$ cat config.mk
export PLATFORM = sky130hd
export DESIGN_NAME = shift_load_latch
export DESIGN_NICKNAME = d
export VERILOG_FILES = /design/src/rtl/slatch_pkg.sv /design/src/rtl/slatch_mode_ctl.sv /design/src/rtl/slatch_shreg.sv /design/src/rtl/shift_load_latch.sv
export SDC_FILE = /design/constraint.sdc
export NUM_CORES = 1
export LEC_CHECK = 0
export ABC_AREA = 1
export ABC_CLOCK_PERIOD_IN_PS = 2050
export BUFFER_PORTS_ARGS = -buffer_cell sky130_fd_sc_hd__buf_2
export CORE_AREA = 2 2 39 41
export DETAILED_ROUTE_END_ITERATION = 10
export DIE_AREA = 0 0 41 43
export GPL_ROUTABILITY_DRIVEN = 0
export PLACE_DENSITY_LB_ADDON = 0.2
export SLEW_MARGIN = 10
export SYNTH_ARGS = -nofsm -noshare
export SYNTH_HDL_FRONTEND = slang
export SYNTH_SLANG_ARGS = --single-unit
$ cat constraint.sdc
create_clock -name clk -period 2.05 [get_ports clk]
set_input_delay 0.41 -clock clk [delete_from_list [all_inputs] [get_ports clk]]
set_output_delay 0.41 -clock clk [all_outputs]
set_load 0.02 [all_outputs]
$ cat src/rtl/slatch_pkg.sv
package slatch_pkg;
  typedef enum logic {
    MODE_SHIFT = 1'b0,
    MODE_LOAD  = 1'b1
  } latch_mode_e;
endpackage

$ cat src/rtl/slatch_mode_ctl.sv
module slatch_mode_ctl
  import slatch_pkg::*;
#(
  parameter int ADDR_W     = 4,
  parameter int LOAD_ADDR  = 13,
  parameter int SHIFT_ADDR = 12
) (
  input  logic              clk,
  input  logic              rst_n,
  input  logic              sel,
  input  logic [ADDR_W-1:0] addr,
  output logic              load_hit,
  output logic              shift_hit,
  output logic              capture,
  output latch_mode_e       mode_q
);
  localparam logic [ADDR_W-1:0] LoadA  = ADDR_W'(LOAD_ADDR);
  localparam logic [ADDR_W-1:0] ShiftA = ADDR_W'(SHIFT_ADDR);

  function automatic logic decode_hit(input logic s, input logic [ADDR_W-1:0] a,
                                      input logic [ADDR_W-1:0] target);
    return s && (a == target);
  endfunction

  latch_mode_e mode_d;

  assign load_hit  = decode_hit(sel, addr, LoadA);
  assign shift_hit = decode_hit(sel, addr, ShiftA);
  assign capture   = (mode_q == MODE_LOAD);

  always_comb begin
    mode_d = mode_q;
    if (capture)        mode_d = MODE_SHIFT;
    else if (load_hit)  mode_d = MODE_LOAD;
    else if (shift_hit) mode_d = MODE_SHIFT;
  end

  always_ff @(posedge clk) begin
    if (!rst_n) mode_q <= MODE_SHIFT;
    else        mode_q <= mode_d;
  end
endmodule

$ cat src/rtl/slatch_shreg.sv
module slatch_shreg #(
  parameter int DATA_W = 8
) (
  input  logic              clk,
  input  logic              rst_n,
  input  logic              capture,
  input  logic              shift_en,
  input  logic [DATA_W-1:0] bus_data,
  output logic              shift_step,
  output logic [DATA_W-1:0] held_q,
  output logic              msb
);
  function automatic logic [DATA_W-1:0] shift_left(input logic [DATA_W-1:0] v);
    return {v[DATA_W-2:0], 1'b0};
  endfunction

  assign shift_step = shift_en && !capture;
  assign msb        = held_q[DATA_W-1];

  always_ff @(posedge clk) begin
    if (!rst_n)          held_q <= '0;
    else if (capture)    held_q <= bus_data;
    else if (shift_step) held_q <= shift_left(held_q);
  end
endmodule

$ cat src/rtl/shift_load_latch.sv
module shift_load_latch
  import slatch_pkg::*;
#(
  parameter int DATA_W     = 8,
  parameter int ADDR_W     = 4,
  parameter int LOAD_ADDR  = 13,
  parameter int SHIFT_ADDR = 12
) (
  input  logic              clk,
  input  logic              rst_n,
  input  logic              sel,
  input  logic [ADDR_W-1:0] addr,
  input  logic [DATA_W-1:0] bus_data,
  input  logic              shift_en,
  output logic              wr_bit,
  output logic              mode_load
);
  logic              load_hit;
  logic              shift_hit;
  logic              capture;
  logic              shift_step;
  latch_mode_e       mode_q;
  logic [DATA_W-1:0] held_q;

  slatch_mode_ctl #(
    .ADDR_W(ADDR_W), .LOAD_ADDR(LOAD_ADDR), .SHIFT_ADDR(SHIFT_ADDR)
  ) u_mode (
    .clk(clk), .rst_n(rst_n), .sel(sel), .addr(addr),
    .load_hit(load_hit), .shift_hit(shift_hit), .capture(capture), .mode_q(mode_q)
  );

  slatch_shreg #(.DATA_W(DATA_W)) u_shreg (
    .clk(clk), .rst_n(rst_n), .capture(capture), .shift_en(shift_en),
    .bus_data(bus_data), .shift_step(shift_step), .held_q(held_q), .msb(wr_bit)
  );

  assign mode_load = (mode_q == MODE_LOAD);
endmodule

==> results.md, run 1 <==
* CP bufs+invs at 1
* Number of hold buffers added after CTS at 0
* Worst path max stage delay at between 0.5 and 0.6 ns
* Ratio of total power to cell area at 635.3 nW/um^2
* Filler instances at 168
* Post-CTS setup buffer count at 0
* Clock-pin slew on the worst setup and hold paths at around 0.060 ns
* Peak supply drop at 0.3046 mV
* Leftover overflow at the end of global routing at 0
* Number of primary I/O pins at 18
* Largest delay contributor family on the critical path: flip-flops
* Die width at 41 microns
* Overall routing resource usage at 0.1360
* Synth area leaders: sky130_fd_sc_hd__dfxtp_1, sky130_fd_sc_hd__nand2_1, sky130_fd_sc_hd__nand3_1
* Mean instance size in the synthesized netlist at ~6.5 sq um
* Arithmetic-cell share of the synthesized area counting full adders, half adders and majority gates at 0
* Antenna violations before repair at 0
* Relative area change from synthesis to final layout at 25.29%
* Hold violation total from the final report at 0
* Number of antenna-violating nets in the routed design at 0
* Xor/xnor share of the synthesized area at 0
* Setup TNS at 0 ns
* First-pass GRT wire length at 1559 microns
* Max-slew violation count at 0
* Synthesized net count at 81
* PortBufs at 17
* Post-synthesis instance area at 425.4 sq um
* Residual DRC count at 0
* Maximum fanout along the worst path at 12
* Cells after Synth at 65
* Simple-gate share of the synthesized area at 0.4176
* Maximum achievable frequency at a little under 0.7 GHz
* Maximum number of pins on one net before global-route repair at 13
* Die extent in y at 43 microns
* CP Cell Sequence: buf_2
* Slowest library cell on the worst path: sky130_fd_sc_hd__dfxtp_1
* Iteration-0 DRC count of the detailed router at 3
* Routed wire length at 861 microns
* Number of synthesized register bits at 9
* Via count of the first global-routing pass at 390
* Area fraction of the dominant cell type after synthesis at 0.4235
* Initial core utilization at 0.3074
* Final #Nets at 100
* Final Critical Period at 1.471 ns
* Final HPWL DP at 646.1 microns
* WP data arrival at 1.06 ns
* TritonCTS clock tree: done
* Clock net sink count at 9
* Tcrit/Tclk final at 0.7174
* Portion of netlist area occupied by mux cells at 0
* Number of max-cap violations at 0
* Avg Vias per Cell at around 4.4
* Least-Margin Pin Slew at 0.4070 ns
* Most frequent cells in the layout: sky130_fd_sc_hd__nand2_1, sky130_fd_sc_hd__buf_2, sky130_fd_sc_hd__nand3_1, sky130_fd_sc_hd__dfxtp_1, sky130_fd_sc_hd__inv_1
* Total chip power at 338.6 uW
* Main combinational cell family by area after synthesis: simple AND/OR/NAND/NOR gates
* Cell chosen for the clock root: sky130_fd_sc_hd__clkbuf_4
* Post-synthesis compound-gate area fraction at 0.02353
* Fin Clk Skew at roughly 0.0070 ns
* Type of element launching the critical path: flop
* Leakage at 0.2987 nW
* Floorplan die area at 1763 sq um
* Required time at the endpoint of the critical path at 1.64 ns
* Leading area contributor after synthesis: sky130_fd_sc_hd__dfxtp_1
* Floorplan Core Area at around 1400 sq um
* CTS-repair resized insts at 0
* Setup crit end kind: output port
* Clk Latency, worst-skew pair at roughly 0.26 ns
* Core Rows at 14
* Max clock buf depth at 2
* Total via count after detailed routing at 433
* WL per Instance at roughly 8.7 microns
* Htree depth at 1
* Normalized max-slew margin at 0.7283
* RSZ-0062 raised after global routing: false
* Min-delay worst type: in2reg
* Antenna diode instance count at 0
* Result of the run: finished, final reports clean
* Number of buffers created by CTS at 3
* Ratio of cells with drive above 1 in the final layout at 0.2651
* Number of unique standard cell types used by synthesis at 11
* Total of warnings raised by yosys at 0
* Critical setup path kind: reg2out
* Portion of the post-synthesis area used by sequential elements at 0.4235
* Most common library cell in the layout ignoring fill and taps: sky130_fd_sc_hd__nand2_1
* Final count of negative-setup-slack endpoints at 0
* First-pass iteration count of the detailed router at 4
## through the flow
stage / setup WS [ns] / hold slack, ns / util / cells / area [sq um]
6_report: 0.5793 / 0.3875 / 0.3852 / 99 / 533.0
5_1_grt: 0.4846 / 0.4130 / 0.3852 / 99 / 533.0
4_1_cts: 0.5527 / 0.3792 / 0.3852 / 99 / 533.0
3_5_place_dp: 0.8350 / 0.4641 / 0.3662 / 95 / 506.7
3_3_place_gp: 0.8460 / 0.4557 / 0.3662 / 95 / 506.7
2_1_floorplan: 1.023 / 0.4363 / - / 65 / 425.4
## registers in the layout, summed over array words and instances, names as in the netlist
register	count
u_shreg.held_q	8
u_mode.capture	1
## synth_stat cells
cell type	number
sky130_fd_sc_hd__nand2_1	25
sky130_fd_sc_hd__nand3_1	14
sky130_fd_sc_hd__dfxtp_1	9
sky130_fd_sc_hd__inv_1	8
sky130_fd_sc_hd__a21oi_1	2
sky130_fd_sc_hd__nor2_1	2
sky130_fd_sc_hd__buf_2	1
sky130_fd_sc_hd__buf_4	1
sky130_fd_sc_hd__buf_6	1
sky130_fd_sc_hd__inv_2	1
sky130_fd_sc_hd__nor2_2	1
## tightest hold or removal path, cell delays in order
cell                      delay, ns
sky130_fd_sc_hd__buf_2         0.07
sky130_fd_sc_hd__nor2_1        0.03
sky130_fd_sc_hd__nand3_1       0.05
sky130_fd_sc_hd__nor2_1        0.03
## area by class of cell
cell class | instances | area, sq um | area share
Sequential cell | 9 | 180.2 | 0.3380
Clock buffer | 4 | 26.28 | 0.04930
Multi-Input combinational cell | 44 | 187.7 | 0.3521
Inverter | 9 | 33.78 | 0.06338
Timing Repair Buffer | 17 | 85.08 | 0.1596
Tap cell | 16 | 20.02 | 0.03756
## worst paths after layout
check                                   end                           start  depth (start not counted)  slack [ns]
max reg2reg  u_shreg.held_q[3]$_SDFFE_PN0P_       u_mode.capture$_SDFF_PP0_                          5        0.97
max                               mode_load       u_mode.capture$_SDFF_PP0_                          1        0.58
min reg2reg  u_shreg.held_q[0]$_SDFFE_PN0P_  u_shreg.held_q[0]$_SDFFE_PN0P_                          2        0.47
min               u_mode.capture$_SDFF_PP0_                         addr[1]                          4        0.39
## power breakdown
part           switching, mW  internal [mW]
Sequential           0.00125          0.176
Clock                 0.0590         0.0748
Combinational         0.0140         0.0132
## logic make-up after synthesis
family | after synthesis
buffers and inverters | 12
AO/OA/AOI/OAI | 2
AND/OR/NAND/NOR | 42
flip-flops | 9
## per-layer routing
layer	wire length (microns)	GRT usage	up-vias
met2	416	0.1719	14
li1	-	-	237
met3	60	0.04712	2
met4	9	0.1200	0
met5	0	0	-
met1	375	0.1721	180
Power figures use the tool's default switching activity.
==> run 2: changes to the inputs <==
--- a/config.mk
+++ b/config.mk
@@ -5,12 +5,12 @@
 export SDC_FILE = /design/constraint.sdc
 export NUM_CORES = 1
 export LEC_CHECK = 0
-export ABC_AREA = 1
-export ABC_CLOCK_PERIOD_IN_PS = 2050
+export ABC_AREA = 0
+export ABC_CLOCK_PERIOD_IN_PS = 1520
 export BUFFER_PORTS_ARGS = -buffer_cell sky130_fd_sc_hd__buf_2
-export CORE_AREA = 2 2 39 41
+export CORE_MARGIN = 2
+export CORE_UTILIZATION = 35
 export DETAILED_ROUTE_END_ITERATION = 10
-export DIE_AREA = 0 0 41 43
 export GPL_ROUTABILITY_DRIVEN = 0
 export PLACE_DENSITY_LB_ADDON = 0.2
 export SLEW_MARGIN = 10
==> constraint.sdc (replaced) <==
create_clock -name clk -period 1.52 [get_ports clk]
set_input_delay 0.304 -clock clk [delete_from_list [all_inputs] [get_ports clk]]
set_output_delay 0.304 -clock clk [all_outputs]
set_load 0.02 [all_outputs]
==> results.md, run 2 <==
* Result of the run: finished, final reports clean
* Most frequent cells in the layout: sky130_fd_sc_hd__buf_2, sky130_fd_sc_hd__dfxtp_1, sky130_fd_sc_hd__mux2_4, sky130_fd_sc_hd__nand2b_1, sky130_fd_sc_hd__o211a_1
* Avg Vias per Cell at 4.690 (+7.2%)
* Most instantiated library cell after synthesis: sky130_fd_sc_hd__dfxtp_1
* Floorplan die area at 1606 sq um (-8.9%)
* Final HPWL DP at 558.9 microns (-13%)
* Standard cell area after detailed placement at 544.3 sq um (+7.4%)
* Number of antenna-violating nets in the routed design at 0 (unchanged)
* Switching share of power at 0.2130 (-0.006054)
* Via count of the first global-routing pass at 315 (-19%)
* Type of element launching the critical path: flop
* Initial core utilization at 0.3939 (+0.08653)
* Net Switching at 99.09 uW (+34%)
* Largest delay contributor family on the critical path: flip-flops
* Reg power frac at 0.518 (-0.006)
* CTS-repair resized insts at 0 (unchanged)
* Worst path max stage delay at 0.52 ns (-0.04 ns)
* Post-CTS setup buffer count at 0 (unchanged)
* Top post-synthesis cells by count: sky130_fd_sc_hd__dfxtp_1, sky130_fd_sc_hd__mux2_4, sky130_fd_sc_hd__nand2b_1, sky130_fd_sc_hd__o211a_1
* PortBufs at 17 (unchanged)
* Relative area change from synthesis to final layout at 25.27% (about the same)
* Register with the highest flop count: u_shreg.held_q
* Overall routing resource usage at 0.1293 (-0.006621)
* Post-route design area at 570.5 sq um (+7.0%)
* Final #Nets at 74 (-26%)
* Iteration-0 DRC count of the detailed router at 2 (-1)
* Leftover overflow at the end of global routing at 0 (unchanged)
* GR met2 Demand/Resource at 0.1815 (+0.009577)
* Least-Margin Pin Slew at 0.3360 ns (-0.07099 ns)
* Number of flip-flops under the largest register name at 8 (unchanged)
* Worst Setup Slack, final at 0.2083 ns (-0.3710 ns)
* Die width at 40.07 microns (-2.3%)
* Most common library cell in the layout ignoring fill and taps: sky130_fd_sc_hd__buf_2
* Slowest library cell on the worst path: sky130_fd_sc_hd__dfxtp_1
* Synthesized net count at 54 (-33%)
* Routed wire length at 755 microns (-12%)
* Clock power share at 0.394 (about the same)
* Floorplan Core Area at 1156 sq um (-16%)
* Fraction of registers with async set/reset at 0 (unchanged)
* Min-delay worst type: in2reg
* Number of enable-type register cells in the synthesized netlist at 0 (unchanged)
* Maximum number of pins on one net before global-route repair at 12 (-1)
* Max clock buf depth at 2 (unchanged)
* Ratio of total power to cell area at 815.2 nW/um^2 (+28%)
* Maximum achievable frequency at 0.7624 GHz
* Multi-input combinational cell area at 254.0 sq um (+35%)
* Cell chosen for the clock root: sky130_fd_sc_hd__clkbuf_4
* Cells after Synth at 38 (-42%)
* Global-route track usage on met1 at 0.1342 (-0.03785)
* Number of hold buffers added after CTS at 0 (unchanged)
* Fraction of met3 tracks used by global routing at 0.1000 (+0.05288)
* Number of unique standard cell types used by synthesis at 12 (+1)
* End-of-flow core utilization at 0.4935 (+0.1083)
* Post-route insts no fill at 71 (-28%)
* Placed Cells at 67 (-29%)
* Synth area leaders: sky130_fd_sc_hd__dfxtp_1, sky130_fd_sc_hd__mux2_4, sky130_fd_sc_hd__o211a_1
* WL per Instance at 10.63 microns (+22%)
* Required time at the endpoint of the critical path at 1.22 ns (-0.42 ns)
* Total of warnings raised by yosys at 0 (unchanged)
* Post-synthesis instance area at 455.4 sq um (+7.1%)
* Maximum fanout along the worst path at 11 (-1)
* Number of synthesized register bits at 9 (unchanged)
* Core Rows at 12 (-2)
* Worst setup timing slack at the placement stage at 0.3360 ns (-0.4990 ns)
* Leakage at 0.3372 nW (+13%)
* Area fraction of the dominant cell type after synthesis at 0.3956 (-0.02793)
* Total chip power at 465.1 uW (+37%)
* First-pass GRT wire length at 1235 microns (-21%)
* TritonCTS clock tree: done
* RSZ-0062 raised after global routing: false
* Clk Latency, worst-skew pair at 0.26 ns (about the same)
* WP data arrival at 1.01 ns (-0.05 ns)
* Portion of the post-synthesis area used by sequential elements at 0.3956 (-0.02793)
* Normalized max-slew margin at 0.7757 (+0.04739)
* Number of primary I/O pins at 18 (unchanged)
* Setup TNS at 0 ns (unchanged)
* Number of max-cap violations at 0 (unchanged)
* Tcrit/Tclk final at 0.8630
* Fin Clk Skew at 0.006146 ns (-0.0008652 ns)
* Die extent in y at 40.07 microns (-6.8%)
* Htree depth at 1 (unchanged)
* Antenna violations before repair at 0 (unchanged)
* Final Critical Period at 1.312 ns
* Residual DRC count at 0 (unchanged)
* Clock net sink count at 9 (unchanged)
* Cell internal power dissipation at 366.0 uW (+38%)
* Worst Hold Margin at 0.1995 ns (-0.1880 ns)
* GRT Max-Usage Layer: met2
* Filler instances at 118 (-30%)
* Proportion of power drawn by combinational gates at 0.088 (+0.008)
* CP bufs+invs at 1 (unchanged)
* Mean instance size in the synthesized netlist at 11.99 sq um (+83%)
* Final count of negative-setup-slack endpoints at 0 (unchanged)
* Peak supply drop at 0.5752 mV (+89%)
* Leading area contributor after synthesis: sky130_fd_sc_hd__dfxtp_1
* First-pass iteration count of the detailed router at 2 (-2)
* CP Cell Sequence: buf_2
* Clock-pin slew on the worst setup and hold paths at 0.05 ns (about the same)
* Hold violation total from the final report at 0 (unchanged)
* Area taken by flip-flops and latches at 180.2 sq um (unchanged)
* Setup crit end kind: output port
* Max-slew violation count at 0 (unchanged)
* Leading register cell type out of synthesis: sky130_fd_sc_hd__dfxtp_1
* Critical setup path kind: reg2out
* Ratio of cells with drive above 1 in the final layout at 0.4912 (+0.2262)
* Antenna diode instance count at 0 (unchanged)
* Number of buffers created by CTS at 3 (unchanged)
* Total via count after detailed routing at 333 (-23%)
[run 2: cells by family after synthesis]
family,count (synthesis),share of synthesized area
simple gates,11,0.1566
flops,9,0.3956
buf+inv,3,0.04668
mux,7,0.2308
compound gates,8,0.1703
[run 2: cell type report]
class | instances | share of cell area
timing repair buffer | 18 | 0.1623
tap | 14 | 0.03070
clock buffer | 4 | 0.04605
sequential | 9 | 0.3158
multi-input combinational | 26 | 0.4452
[run 2: power groups by stage]
stage	logic, mW	registers, mW	clock network (mW)
floorplan	0.0240	0.246	0
CTS	0.0417	0.241	0.194
finish	0.0409	0.241	0.183
global route	0.0454	0.241	0.209
global placement	0.0411	0.246	0
detailed placement	0.0414	0.246	0
[run 2: path summary, 6_finish.rpt]
check	cells after the start	to	start	slack, ns
setup / recovery	1	mode_load	u_mode.capture$_SDFF_PP0_	0.21
hold / removal	2	u_mode.capture$_SDFF_PP0_	addr[1]	0.20
setup reg to reg	3	u_shreg.held_q[3]$_SDFFE_PN0P_	u_mode.capture$_SDFF_PP0_	0.50
hold reg to reg	2	u_shreg.held_q[0]$_SDFFE_PN0P_	u_shreg.held_q[0]$_SDFFE_PN0P_	0.56
[run 2: per-layer routing]
metal | vias to the layer above | share of wire
li1 | 176 | -
met1 | 139 | 0.49
met2 | 16 | 0.40
met3 | 2 | 0.099
met4 | 0 | 0.011
met5 | - | 0
==> run 3: changes to the inputs <==
==> constraint.sdc (replaced) <==
create_clock -name clk -period 1.52 [get_ports clk]
set_input_delay 0 -clock clk [delete_from_list [all_inputs] [get_ports clk]]
set_output_delay 0 -clock clk [all_outputs]
set_load 0.02 [all_outputs]
==> results.md, run 3 (same netlist as run 2, synthesis figures left out) <==
* Result of the run: finished, final reports clean
* Maximum fanout along the worst path at 18 (+7)
* Ratio of cells with drive above 1 in the final layout at 0.4746 (-0.01665)
* Clk Latency, worst-skew pair at 0.25 ns (about the same)
* Core Rows at 12 (unchanged)
* Type of element launching the critical path: flop
* PortBufs at 17 (unchanged)
* Clock net sink count at 9 (unchanged)
* Number of buffers created by CTS at 3 (unchanged)
* Leakage at 0.3475 nW (+3.1%)
* Overall routing resource usage at 0.1389 (+0.009559)
* Setup crit end kind: flop
* Die extent in y at 40.07 microns (unchanged)
* Final Critical Period at 1.342 ns (+0.03074 ns)
* WP data arrival at 1.54 ns (+0.53 ns)
* Required time at the endpoint of the critical path at 1.71 ns (+0.49 ns)
* Number of antenna-violating nets in the routed design at 0 (unchanged)
* Leftover overflow at the end of global routing at 0 (unchanged)
* Maximum number of pins on one net before global-route repair at 19 (+7)
* Most frequent cells in the layout: sky130_fd_sc_hd__buf_2, sky130_fd_sc_hd__dfxtp_1, sky130_fd_sc_hd__mux2_4, sky130_fd_sc_hd__nand2b_1, sky130_fd_sc_hd__o211a_1
* Register with the highest flop count: u_shreg.held_q
* Antenna diode instance count at 0 (unchanged)
* Max clock buf depth at 2 (unchanged)
* Normalized max-slew margin at 0.8009 (+0.02522)
* Die width at 40.07 microns (unchanged)
* Peak supply drop at 0.4044 mV (-30%)
* Htree depth at 1 (unchanged)
* Number of max-cap violations at 0 (unchanged)
* Final count of negative-setup-slack endpoints at 0 (unchanged)
* Min-delay worst type: in2reg
* Maximum achievable frequency at 0.7449 GHz (-2.3%)
* Residual DRC count at 0 (unchanged)
* RSZ-0062 raised after global routing: false
* Most common library cell in the layout ignoring fill and taps: sky130_fd_sc_hd__buf_2
* WL per Instance at 11.04 microns (+3.8%)
* Clock-pin slew on the worst setup and hold paths at 0.06 ns (about the same)
* Final #Nets at 76 (+2.7%)
* Via count of the first global-routing pass at 364 (+16%)
* Setup TNS at 0 ns (unchanged)
* TritonCTS clock tree: done
* Max-slew violation count at 0 (unchanged)
* Number of flip-flops under the largest register name at 8 (unchanged)
* Avg Vias per Cell at 4.767 (+1.6%)
* Tcrit/Tclk final at 0.8832 (+0.02023)
* Relative area change from synthesis to final layout at 30.49%
* Floorplan die area at 1606 sq um (unchanged)
* First-pass GRT wire length at 1421 microns (+15%)
* Cell chosen for the clock root: sky130_fd_sc_hd__clkbuf_4
* Routed wire length at 806 microns (+6.8%)
* Worst Hold Margin at 0.06063 ns (-0.1388 ns)
* Hold violation total from the final report at 0 (unchanged)
* First-pass iteration count of the detailed router at 2 (unchanged)
* Least-Margin Pin Slew at 0.2987 ns (-0.03738 ns)
* Antenna violations before repair at 0 (unchanged)
* Total via count after detailed routing at 348 (+4.5%)
* Initial core utilization at 0.3939 (unchanged)
* Critical setup path kind: reg2reg
* Number of primary I/O pins at 18 (unchanged)
* Floorplan Core Area at 1156 sq um (unchanged)
* Iteration-0 DRC count of the detailed router at 1 (-1)
* Fin Clk Skew at 0.001070 ns (-0.005077 ns)
* Ratio of total power to cell area at 783.8 nW/um^2 (-3.9%)
-- run 3: what timing repair did --
action	in CTS	in global routing
hold buffers	3	0
setup buffers	0	0
setup endpoints to repair	0	1
resized for setup	0	1
endpoints found under the hold margin	2	0
-- run 3: final timing paths --
kind | startpoint | end | slack, ns | depth (start not counted)
worst max register to register | u_mode.capture$_SDFF_PP0_ | u_mode.capture$_SDFF_PP0_ | 0.18 | 2
worst max-delay path | u_mode.capture$_SDFF_PP0_ | u_mode.capture$_SDFF_PP0_ | 0.18 | 2
worst min-delay path | rst_n | u_shreg.held_q[1]$_SDFFE_PN0P_ | 0.06 | 2
worst min register to register | u_shreg.held_q[0]$_SDFFE_PN0P_ | u_shreg.held_q[0]$_SDFFE_PN0P_ | 0.56 | 2
-- run 3: cell type report --
class / count / area [sq um]
Tap cell: 14 / 17.52
Timing Repair Buffer: 20 / 115.1
Multi-Input combinational cell: 26 / 254.0
Clock buffer: 4 / 26.28
Sequential cell: 9 / 181.4
Fill cell: 112 / 561.8
-- run 3: layer usage --
layer | GRT usage | up-vias | part of all wire
li1 | - | 180 | -
met1 | 0.1351 | 156 | 0.47
met2 | 0.2339 | 12 | 0.46
met3 | 0.07222 | 0 | 0.069
met4 | 0.07759 | 0 | 0
met5 | 0 | - | 0
-- run 3: metrics by stage --
| stage | setup slack (ns) | utilization | cell area, sq um | power, mW | cells |
|---|---|---|---|---|---|
| global placement | 0.4443 | 0.4643 | 536.8 | 0.2873 | 66 |
| floorplan | 0.4629 | - | 455.4 | 0.2702 | 38 |
| CTS | 0.03085 | 0.5130 | 593.1 | 0.4771 | 73 |
| finish | 0.1776 | 0.5141 | 594.3 | 0.4658 | 73 |
| detailed placement | 0.4006 | 0.4643 | 536.8 | 0.2874 | 66 |
| global route | 0.04231 | 0.5141 | 594.3 | 0.4893 | 73 |
-- run 3: where the power goes --
group	switching [mW]	internal, mW
logic	0.0154	0.0295
registers	0.00249	0.239
clock network	0.0787	0.101
total	0.0966	0.369
-- run 3: worst max-delay path, cell delays in order (launching register included) --
cell and delay (ns):
sky130_fd_sc_hd__dfxtp_2 0.41, sky130_fd_sc_hd__nor4b_1 0.30, sky130_fd_sc_hd__dlygate4sd3_1 0.58
